--- config.mk ---
export PLATFORM = sky130hd
export DESIGN_NAME = mc_core
export DESIGN_NICKNAME = d
export VERILOG_FILES = /design/src/rtl/mc_pkg.sv /design/src/rtl/mc_alu.sv /design/src/rtl/mc_regfile.sv /design/src/rtl/mc_control.sv /design/src/rtl/mc_datapath.sv /design/src/rtl/mc_core.sv
export SDC_FILE = /design/constraint.sdc
export NUM_CORES = 2
export LEC_CHECK = 0
export ABC_CLOCK_PERIOD_IN_PS = 6700
export BUFFER_PORTS_ARGS = -buffer_cell sky130_fd_sc_hd__buf_2
export CAP_MARGIN = 25
export CELL_PAD_IN_SITES_DETAIL_PLACEMENT = 1
export CELL_PAD_IN_SITES_GLOBAL_PLACEMENT = 1
export CORE_MARGIN = 2
export CORE_UTILIZATION = 35
export DETAILED_ROUTE_END_ITERATION = 12
export PLACE_DENSITY_LB_ADDON = 0.1
export SYNTH_ARGS = -nofsm -noshare
export SYNTH_HDL_FRONTEND = slang
export SYNTH_SLANG_ARGS = --single-unit
--- constraint.sdc ---
create_clock -name clk -period 6.7 [get_ports clk]
set_input_delay 0.67 -clock clk [delete_from_list [all_inputs] [get_ports clk]]
set_output_delay 0.67 -clock clk [all_outputs]
set_load 0.005 [all_outputs]
--- src/rtl/mc_pkg.sv ---
package mc_pkg;

  localparam int XLEN    = 32;
  localparam int RIDX_W  = 5;
  localparam int REG_CNT = 1 << RIDX_W;
  localparam int OPC_W   = 6;
  localparam int FN_W    = 6;
  localparam int IMM_W   = 16;

  localparam logic [OPC_W-1:0] OPC_RTYPE = 6'h00;
  localparam logic [OPC_W-1:0] OPC_LOAD  = 6'h23;
  localparam logic [OPC_W-1:0] OPC_STORE = 6'h2B;
  localparam logic [OPC_W-1:0] OPC_BEQ   = 6'h04;

  localparam logic [FN_W-1:0] FN_ADD = 6'h20;
  localparam logic [FN_W-1:0] FN_SUB = 6'h22;
  localparam logic [FN_W-1:0] FN_AND = 6'h24;
  localparam logic [FN_W-1:0] FN_OR  = 6'h25;
  localparam logic [FN_W-1:0] FN_SLT = 6'h2A;

  typedef enum logic [3:0] {
    S_FETCH,
    S_DECODE,
    S_ADDR,
    S_EXEC,
    S_BRANCH,
    S_MEMRD,
    S_MEMWR,
    S_RDONE,
    S_LDONE
  } stateT;

  typedef enum logic [1:0] {
    SRCB_REG,
    SRCB_FOUR,
    SRCB_IMM,
    SRCB_IMMSH
  } srcBT;

  typedef enum logic [1:0] {
    ACTL_ADD,
    ACTL_SUB,
    ACTL_FUNCT
  } aluCtlT;

  typedef enum logic [2:0] {
    ALU_ADD,
    ALU_SUB,
    ALU_AND,
    ALU_OR,
    ALU_SLT
  } aluOpT;

  typedef struct packed {
    logic   irLoad;
    logic   pcLoad;
    logic   pcLoadIfEq;
    logic   addrFromAlu;
    logic   memWrite;
    logic   regWrite;
    logic   dstIsRd;
    logic   wbFromMdr;
    logic   srcAIsReg;
    srcBT   srcB;
    aluCtlT aluCtl;
    logic   retire;
  } ctrlT;

endpackage

--- src/rtl/mc_alu.sv ---
module mc_alu
  import mc_pkg::*;
#(
  parameter int DATA_W = XLEN
) (
  input  logic [DATA_W-1:0] opA,
  input  logic [DATA_W-1:0] opB,
  input  aluOpT             op,
  output logic [DATA_W-1:0] result,
  output logic              isZero
);

  logic signedLess;

  assign signedLess = $signed(opA) < $signed(opB);

  always_comb begin
    case (op)
      ALU_ADD: result = opA + opB;
      ALU_SUB: result = opA - opB;
      ALU_AND: result = opA & opB;
      ALU_OR:  result = opA | opB;
      ALU_SLT: result = {{(DATA_W-1){1'b0}}, signedLess};
      default: result = opA + opB;
    endcase
  end

  assign isZero = (result == '0);

endmodule

--- src/rtl/mc_regfile.sv ---
module mc_regfile
  import mc_pkg::*;
#(
  parameter int DATA_W = XLEN,
  parameter int ENTRIES = REG_CNT
) (
  input  logic                       clk,
  input  logic [$clog2(ENTRIES)-1:0] rdAddrA,
  input  logic [$clog2(ENTRIES)-1:0] rdAddrB,
  output logic [DATA_W-1:0]          rdDataA,
  output logic [DATA_W-1:0]          rdDataB,
  input  logic                       wrEn,
  input  logic [$clog2(ENTRIES)-1:0] wrAddr,
  input  logic [DATA_W-1:0]          wrData
);

  localparam int AW = $clog2(ENTRIES);

  logic [DATA_W-1:0] regs [ENTRIES];

  always_ff @(posedge clk) begin
    if (wrEn && (wrAddr != '0)) begin
      regs[wrAddr] <= wrData;
    end
  end

  assign rdDataA = (rdAddrA == AW'(0)) ? '0 : regs[rdAddrA];
  assign rdDataB = (rdAddrB == AW'(0)) ? '0 : regs[rdAddrB];

endmodule

--- src/rtl/mc_control.sv ---
module mc_control
  import mc_pkg::*;
(
  input  logic             clk,
  input  logic             rst,
  input  logic [OPC_W-1:0] opcode,
  output ctrlT             ctrl,
  output stateT            state
);

  stateT stateNext;
  logic  knownOp;
  logic  memOp;

  assign memOp   = (opcode == OPC_LOAD) || (opcode == OPC_STORE);
  assign knownOp = memOp || (opcode == OPC_RTYPE) || (opcode == OPC_BEQ);

  always_ff @(posedge clk) begin
    if (rst) begin
      state <= S_FETCH;
    end else begin
      state <= stateNext;
    end
  end

  always_comb begin
    stateNext = S_FETCH;
    case (state)
      S_FETCH:  stateNext = S_DECODE;
      S_DECODE: begin
        if (memOp)                    stateNext = S_ADDR;
        else if (opcode == OPC_RTYPE) stateNext = S_EXEC;
        else if (opcode == OPC_BEQ)   stateNext = S_BRANCH;
        else                          stateNext = S_FETCH;
      end
      S_ADDR:   stateNext = (opcode == OPC_LOAD) ? S_MEMRD : S_MEMWR;
      S_MEMRD:  stateNext = S_LDONE;
      S_EXEC:   stateNext = S_RDONE;
      default:  stateNext = S_FETCH;
    endcase
  end

  always_comb begin
    ctrl = '0;
    ctrl.srcB   = SRCB_REG;
    ctrl.aluCtl = ACTL_ADD;
    case (state)
      S_FETCH: begin
        ctrl.irLoad = 1'b1;
        ctrl.pcLoad = 1'b1;
        ctrl.srcB   = SRCB_FOUR;
      end
      S_DECODE: begin
        ctrl.srcB   = SRCB_IMMSH;
        ctrl.retire = !knownOp;
      end
      S_ADDR: begin
        ctrl.srcAIsReg = 1'b1;
        ctrl.srcB      = SRCB_IMM;
      end
      S_EXEC: begin
        ctrl.srcAIsReg = 1'b1;
        ctrl.aluCtl    = ACTL_FUNCT;
      end
      S_BRANCH: begin
        ctrl.srcAIsReg  = 1'b1;
        ctrl.aluCtl     = ACTL_SUB;
        ctrl.pcLoadIfEq = 1'b1;
        ctrl.retire     = 1'b1;
      end
      S_MEMRD: begin
        ctrl.addrFromAlu = 1'b1;
      end
      S_MEMWR: begin
        ctrl.addrFromAlu = 1'b1;
        ctrl.memWrite    = 1'b1;
        ctrl.retire      = 1'b1;
      end
      S_RDONE: begin
        ctrl.regWrite = 1'b1;
        ctrl.dstIsRd  = 1'b1;
        ctrl.retire   = 1'b1;
      end
      S_LDONE: begin
        ctrl.regWrite  = 1'b1;
        ctrl.wbFromMdr = 1'b1;
        ctrl.retire    = 1'b1;
      end
      default: ;
    endcase
  end

endmodule

--- src/rtl/mc_datapath.sv ---
module mc_datapath
  import mc_pkg::*;
#(
  parameter int DATA_W = XLEN
) (
  input  logic              clk,
  input  logic              rst,
  input  ctrlT              ctrl,
  output logic [OPC_W-1:0]  opcode,
  output logic [DATA_W-1:0] memAddr,
  output logic [DATA_W-1:0] memWdata,
  output logic              memWe,
  input  logic [DATA_W-1:0] memRdata,
  output logic [DATA_W-1:0] pc
);

  localparam int EXT_W = DATA_W - IMM_W;

  logic [DATA_W-1:0] ir;
  logic [DATA_W-1:0] aQ;
  logic [DATA_W-1:0] bQ;
  logic [DATA_W-1:0] aluOutQ;
  logic [DATA_W-1:0] mdrQ;

  logic [DATA_W-1:0] rfA;
  logic [DATA_W-1:0] rfB;
  logic [DATA_W-1:0] immExt;
  logic [DATA_W-1:0] immShifted;
  logic [DATA_W-1:0] srcAVal;
  logic [DATA_W-1:0] srcBVal;
  logic [DATA_W-1:0] aluY;
  logic              aluZero;
  aluOpT             aluOp;

  logic [RIDX_W-1:0] fieldRs;
  logic [RIDX_W-1:0] fieldRt;
  logic [RIDX_W-1:0] fieldRd;
  logic [FN_W-1:0]   fieldFn;
  logic [RIDX_W-1:0] wrIdx;
  logic [DATA_W-1:0] wrVal;

  assign opcode  = ir[31:26];
  assign fieldRs = ir[25:21];
  assign fieldRt = ir[20:16];
  assign fieldRd = ir[15:11];
  assign fieldFn = ir[FN_W-1:0];

  assign immExt     = {{EXT_W{ir[IMM_W-1]}}, ir[IMM_W-1:0]};
  assign immShifted = {immExt[DATA_W-3:0], 2'b00};

  // program counter and instruction word
  always_ff @(posedge clk) begin
    if (rst) begin
      pc <= '0;
      ir <= '0;
    end else begin
      if (ctrl.pcLoad) begin
        pc <= aluY;
      end else if (ctrl.pcLoadIfEq && aluZero) begin
        pc <= aluOutQ;
      end
      if (ctrl.irLoad) begin
        ir <= memRdata;
      end
    end
  end

  // holding registers refreshed every cycle
  always_ff @(posedge clk) begin
    if (rst) begin
      aQ      <= '0;
      bQ      <= '0;
      aluOutQ <= '0;
      mdrQ    <= '0;
    end else begin
      aQ      <= rfA;
      bQ      <= rfB;
      aluOutQ <= aluY;
      mdrQ    <= memRdata;
    end
  end

  assign srcAVal = ctrl.srcAIsReg ? aQ : pc;

  always_comb begin
    case (ctrl.srcB)
      SRCB_REG:   srcBVal = bQ;
      SRCB_FOUR:  srcBVal = DATA_W'(4);
      SRCB_IMM:   srcBVal = immExt;
      SRCB_IMMSH: srcBVal = immShifted;
      default:    srcBVal = bQ;
    endcase
  end

  always_comb begin
    case (ctrl.aluCtl)
      ACTL_ADD: aluOp = ALU_ADD;
      ACTL_SUB: aluOp = ALU_SUB;
      ACTL_FUNCT: begin
        case (fieldFn)
          FN_ADD:  aluOp = ALU_ADD;
          FN_SUB:  aluOp = ALU_SUB;
          FN_AND:  aluOp = ALU_AND;
          FN_OR:   aluOp = ALU_OR;
          FN_SLT:  aluOp = ALU_SLT;
          default: aluOp = ALU_ADD;
        endcase
      end
      default: aluOp = ALU_ADD;
    endcase
  end

  mc_alu #(.DATA_W(DATA_W)) uAlu (
    .opA    (srcAVal),
    .opB    (srcBVal),
    .op     (aluOp),
    .result (aluY),
    .isZero (aluZero)
  );

  assign wrIdx = ctrl.dstIsRd ? fieldRd : fieldRt;
  assign wrVal = ctrl.wbFromMdr ? mdrQ : aluOutQ;

  mc_regfile #(.DATA_W(DATA_W), .ENTRIES(REG_CNT)) uRegs (
    .clk     (clk),
    .rdAddrA (fieldRs),
    .rdAddrB (fieldRt),
    .rdDataA (rfA),
    .rdDataB (rfB),
    .wrEn    (ctrl.regWrite),
    .wrAddr  (wrIdx),
    .wrData  (wrVal)
  );

  assign memAddr  = ctrl.addrFromAlu ? aluOutQ : pc;
  assign memWdata = bQ;
  assign memWe    = ctrl.memWrite;

endmodule

--- src/rtl/mc_core.sv ---
module mc_core
  import mc_pkg::*;
#(
  parameter int DATA_W = XLEN
) (
  input  logic              clk,
  input  logic              rst,
  output logic [DATA_W-1:0] memAddr,
  output logic [DATA_W-1:0] memWdata,
  output logic              memWe,
  input  logic [DATA_W-1:0] memRdata,
  output logic [DATA_W-1:0] pcOut,
  output logic              retired
);

  ctrlT             ctrlBus;
  stateT            ctlState;
  logic [OPC_W-1:0] opcode;

  mc_control uCtl (
    .clk    (clk),
    .rst    (rst),
    .opcode (opcode),
    .ctrl   (ctrlBus),
    .state  (ctlState)
  );

  mc_datapath #(.DATA_W(DATA_W)) uDp (
    .clk      (clk),
    .rst      (rst),
    .ctrl     (ctrlBus),
    .opcode   (opcode),
    .memAddr  (memAddr),
    .memWdata (memWdata),
    .memWe    (memWe),
    .memRdata (memRdata),
    .pc       (pcOut)
  );

  assign retired = ctrlBus.retire;

endmodule

==> impl_metrics.prom <==
# TYPE chip_impl_metric gauge
chip_impl_info{name="outcome",value="complete, no violations"} 1
chip_impl_metric{name="period_needed",unit="ns"} 6.49
chip_impl_metric{name="ys_warn_count",unit=""} 0
chip_impl_metric{name="post_route_cells_drive_above_1_share",unit="%"} 28.2
chip_impl_metric{name="tightestPinTransition",unit="ns"} 1.11
chip_impl_metric{name="syn-instance-count",unit=""} 4002
chip_impl_info{name="top_delay_family_on_crit_path",value="compound AO/OA/AOI/OAI gates"} 1
chip_impl_metric{name="setup_viol",unit=""} 0
chip_impl_info{name="clk_root_buffer_cell",value="clkbuf_16"} 1
chip_impl_metric{name="design.final.nets",unit=""} 4278
chip_impl_metric{name="stdcell_count",unit=""} 6566
chip_impl_metric{name="synthesis.area",unit="um2"} 60400
chip_impl_metric{name="route.final.wire_length",unit="mm"} 240
chip_impl_info{name="worst_r2r_startpoint",value="uCtl.state[0]"} 1
chip_impl_metric{name="seq_area_frac_synth",unit="%"} 57.4
chip_impl_metric{name="worst_hold_slack",unit="ns"} 0.112
chip_impl_metric{name="tritoncts.num_buffers",unit=""} 143
chip_impl_info{name="tritoncts",value="done"} 1
chip_impl_metric{name="fmax",unit="GHz"} 0.154
chip_impl_metric{name="worst-endpoint-required",unit="ns"} 7.40
chip_impl_metric{name="finalCoreUtilization",unit="%"} 40.4
chip_impl_metric{name="placed_cell_count",unit=""} 6307
chip_impl_metric{name="ffs_w_async_s_r_synth",unit="%"} 0
chip_impl_metric{name="ir_worst_vdd",unit="mV"} 0.333
chip_impl_metric{name="timing.critical_path.slowest_cell_delay",unit="ns"} 0.67
chip_impl_metric{name="avgRoutedWirePerCell",unit="um"} 36.6
chip_impl_metric{name="detailed_place_hpwl",unit="mm"} 155
chip_impl_metric{name="drt_pass1_iterations",unit=""} 7
chip_impl_metric{name="chipWidth",unit="um"} 419
chip_impl_info{name="worstHoldEndpoint",value="uDp.mdrQ[6]"} 1
chip_impl_info{name="synth.most_common_cell",value="edfxtp_1"} 1
chip_impl_info{name="timing_worst_setup_path_type",value="reg -> reg"} 1
chip_impl_metric{name="max_slew_margin",unit="%"} 25.5
chip_impl_metric{name="critical_path_arrival",unit="ns"} 7.19
chip_impl_info{name="synth_area_leader_cell",value="edfxtp_1"} 1
chip_impl_metric{name="antenna_left",unit=""} 0
chip_impl_metric{name="hold_depth",unit=""} 2
chip_impl_metric{name="yosys_register_bits",unit=""} 1220
chip_impl_info{name="crit_path_start",value="uCtl.state[0]"} 1
chip_impl_info{name="reg2reg_to",value="uDp.pc[6]"} 1
chip_impl_metric{name="crit_fanout",unit=""} 34
chip_impl_metric{name="leakage_power_figure",unit="nW"} 22.6
chip_impl_metric{name="initial_core_util",unit="%"} 35.2
chip_impl_metric{name="worstPathBufferInverterCount",unit=""} 6
chip_impl_metric{name="number_of_max_capacitance_violations_reported",unit=""} 0
chip_impl_metric{name="preCtsSetupSlack",unit="ns"} 0.169
chip_impl_info{name="hold_path_class",value="in -> reg"} 1
chip_impl_metric{name="coreArea",unit="um2"} 172000
chip_impl_info{name="grt_setup_unrepaired",value="false"} 1
chip_impl_metric{name="gp_congestion",unit=""} 0.889
chip_impl_metric{name="clock_latency",unit="ns"} 0.81
chip_impl_metric{name="drt_drc_violations_left",unit=""} 0
chip_impl_metric{name="port_buffers",unit=""} 131
chip_impl_metric{name="count_of_routing_violations_after_the_opening_detailed_route_iteration",unit=""} 4528
chip_impl_info{name="timing.critical_path.to_type",value="register"} 1
chip_impl_metric{name="timing.reg2reg.worst_path_depth",unit=""} 21
chip_impl_metric{name="fp-row-count",unit=""} 152
chip_impl_metric{name="areaGrowthSynthToFinish",unit="%"} 14.9
chip_impl_metric{name="count_of_pins_over_their_slew_limit",unit=""} 0
chip_impl_metric{name="fp.dieH",unit="um"} 419
chip_impl_metric{name="synth.distinct_cells",unit=""} 82
chip_impl_metric{name="setup.reg_to_reg.worst_slack",unit="ns"} 0.21
chip_impl_metric{name="first_global_vias",unit=""} 41200
chip_impl_info{name="synth_top_flop_cell",value="edfxtp_1"} 1
chip_impl_info{name="cp_cell_sequence",value="buf_4 > nor2_1 > buf_4 > a22o_1 > a222oi_1 > buf_4 > inv_1 > ha_1 > nand4_1 > or2_2 > nor2_1 > o21ai_0 > o21ai_0 > a211oi_1 > a31o_2 > a2111oi_0 > buf_4 > and4_1 > buf_4 > a41oi_1 > a221oi_2"} 1
chip_impl_info{name="crit_top_cell",value="buf_4"} 1
chip_impl_metric{name="edff_count_synth",unit=""} 1024
chip_impl_metric{name="min_period_over_period",unit="%"} 96.9
chip_impl_info{name="critPathSlowestCell",value="o21ai_0"} 1
chip_impl_info{name="setup.worst_path.start_class",value="register"} 1
chip_impl_metric{name="number_of_antenna_violations_at_the_first_check_in_global_routing",unit=""} 5
chip_impl_metric{name="cts.repair_timing.setup_buffer_count",unit=""} 0
chip_impl_metric{name="tns",unit="ns"} 0
chip_impl_metric{name="fillers",unit=""} 17200
chip_impl_metric{name="cts-htree-levels",unit=""} 4
chip_impl_metric{name="synthesis.area_per_instance",unit="um2"} 15.1
chip_impl_metric{name="hold_violations",unit=""} 0
chip_impl_metric{name="post-synth-top-area-fraction",unit="%"} 50.9
chip_impl_metric{name="vias",unit=""} 39900
chip_impl_metric{name="via_density",unit=""} 6.08
chip_impl_info{name="synth_top_cells_by_count",value="edfxtp_1, mux4_2, mux2i_1"} 1
chip_impl_metric{name="grt_first_pass_wirelength",unit="mm"} 333
chip_impl_metric{name="sink_count_of_the_clock_tree",unit=""} 1220
chip_impl_info{name="synth_area_leaders",value="edfxtp_1, mux4_2, dfxtp_1, mux2i_1, mux2_2"} 1
chip_impl_metric{name="grt_overflow_total",unit=""} 0
chip_impl_metric{name="clock-skew-final",unit="ns"} 0.0271
chip_impl_metric{name="layout_setup_ws",unit="ns"} 0.209
chip_impl_metric{name="die_footprint",unit="um2"} 176000
chip_impl_metric{name="grt_start_max_net_pins",unit=""} 102
chip_impl_metric{name="grt.total_usage",unit="%"} 27.2
chip_impl_metric{name="clock_tree.buffer_depth",unit=""} 3
chip_impl_metric{name="io_pins",unit=""} 132
chip_impl_metric{name="clkTransAtPathRegs",unit="ns"} 0.07
chip_impl_info{name="hold_path.startpoint",value="memRdata[6]"} 1
chip_impl_metric{name="pwr_density_cell",unit="nW/um2"} 457
-- timing repair --
item,CTS,global route
setup endpoints to repair,0,32
resized for setup,0,5
hold buffers,0,0
-- kinds of logic after synthesis --
| group | Yosys count | synth area share, % |
|---|---|---|
| AND/OR/NAND/NOR | 673 | 5.38 |
| buffers and inverters | 418 | 2.72 |
| multiplexers | 838 | 23.4 |
| other | 1 | 0.00621 |
| AO/OA/AOI/OAI | 752 | 8.93 |
| flip-flops | 1220 | 57.4 |
| adder cells (fa/ha/maj) | 100 | 2.10 |
-- routing by layer --
metal | routed length (um) | vias to the layer above | GRT usage (%) | part of all wire (%)
met5 | 27 | - | 0 | 0.011
met4 | 7990 | 4 | 8.66 | 3.3
met3 | 13100 | 327 | 4.24 | 5.5
met2 | 118000 | 1310 | 45.8 | 49
met1 | 101000 | 21700 | 36.0 | 42
li1 | - | 16600 | - | -
-- power by group --
part | internal [mW] | switching (mW) | total (mW)
clock network | 4.41 | 3.31 | 7.73
registers | 9.30 | 0.980 | 10.3
logic | 4.88 | 8.81 | 13.7
-- final cells by class --
cell class,instances,area [um2],share of cell area (%)
inverter,94,353,0.509
multi-input combinational,2395,24600,35.4
sequential,1220,34700,50.0
tap,2310,2890,4.17
clock inverter,75,768,1.11
timing repair buffer,290,2270,3.28
clock buffer,181,3820,5.50
antenna,1,2.50,0.00361
-- stage by stage --
stage	total power [mW]	instance area, um2
floorplan	18.3	60500
global placement	24.0	64300
detailed placement	23.9	64800
CTS	31.7	69300
global route	33.0	69400
finish	31.7	69400
-- sequential cells by signal, summed over array words and instances, names as in the netlist --
name            flops
uDp.mdrQ           32
uDp.uRegs.regs   1024
uCtl.state          4
uDp.aQ             32
uDp.pc             32
uDp.aluOutQ        32
uDp.ir             32
uDp.memWdata       32
-- placed cells by master, fill, tap and decap left out, drive strengths merged, types with 15 or more instances in the layout --
cell,Yosys,layout
buf,112,289
a22o,31,31
dfxtp,196,196
nor2,208,208
a221oi,63,63
o211ai,25,25
o21a,19,19
and2,24,24
o22ai,66,66
clkinv,0,55
a211oi,33,33
nor4,16,16
nand2b,23,23
clkbuf,212,182
nand4,35,35
a21oi,167,167
o221ai,63,63
a31oi,17,17
o31ai,49,49
mux2,185,185
nor3,59,59
nor2b,52,52
ha,98,98
a211o,36,36
a221o,15,15
mux4,442,442
nand3,23,23
mux2i,211,211
a311oi,18,18
conb,1,32
nand2,171,171
inv,94,99
edfxtp,1024,1024
o21ai,68,68
-- worst max path at each step --
stage,to,depth (start not counted)
floorplan,uDp.pc[23],22
global placement,uDp.pc[2],19
detailed placement,uDp.pc[26],19
CTS,uDp.pc[6],19
global route,uDp.pc[2],19
finish,uDp.pc[6],21
(Power assumes the default switching activity.)
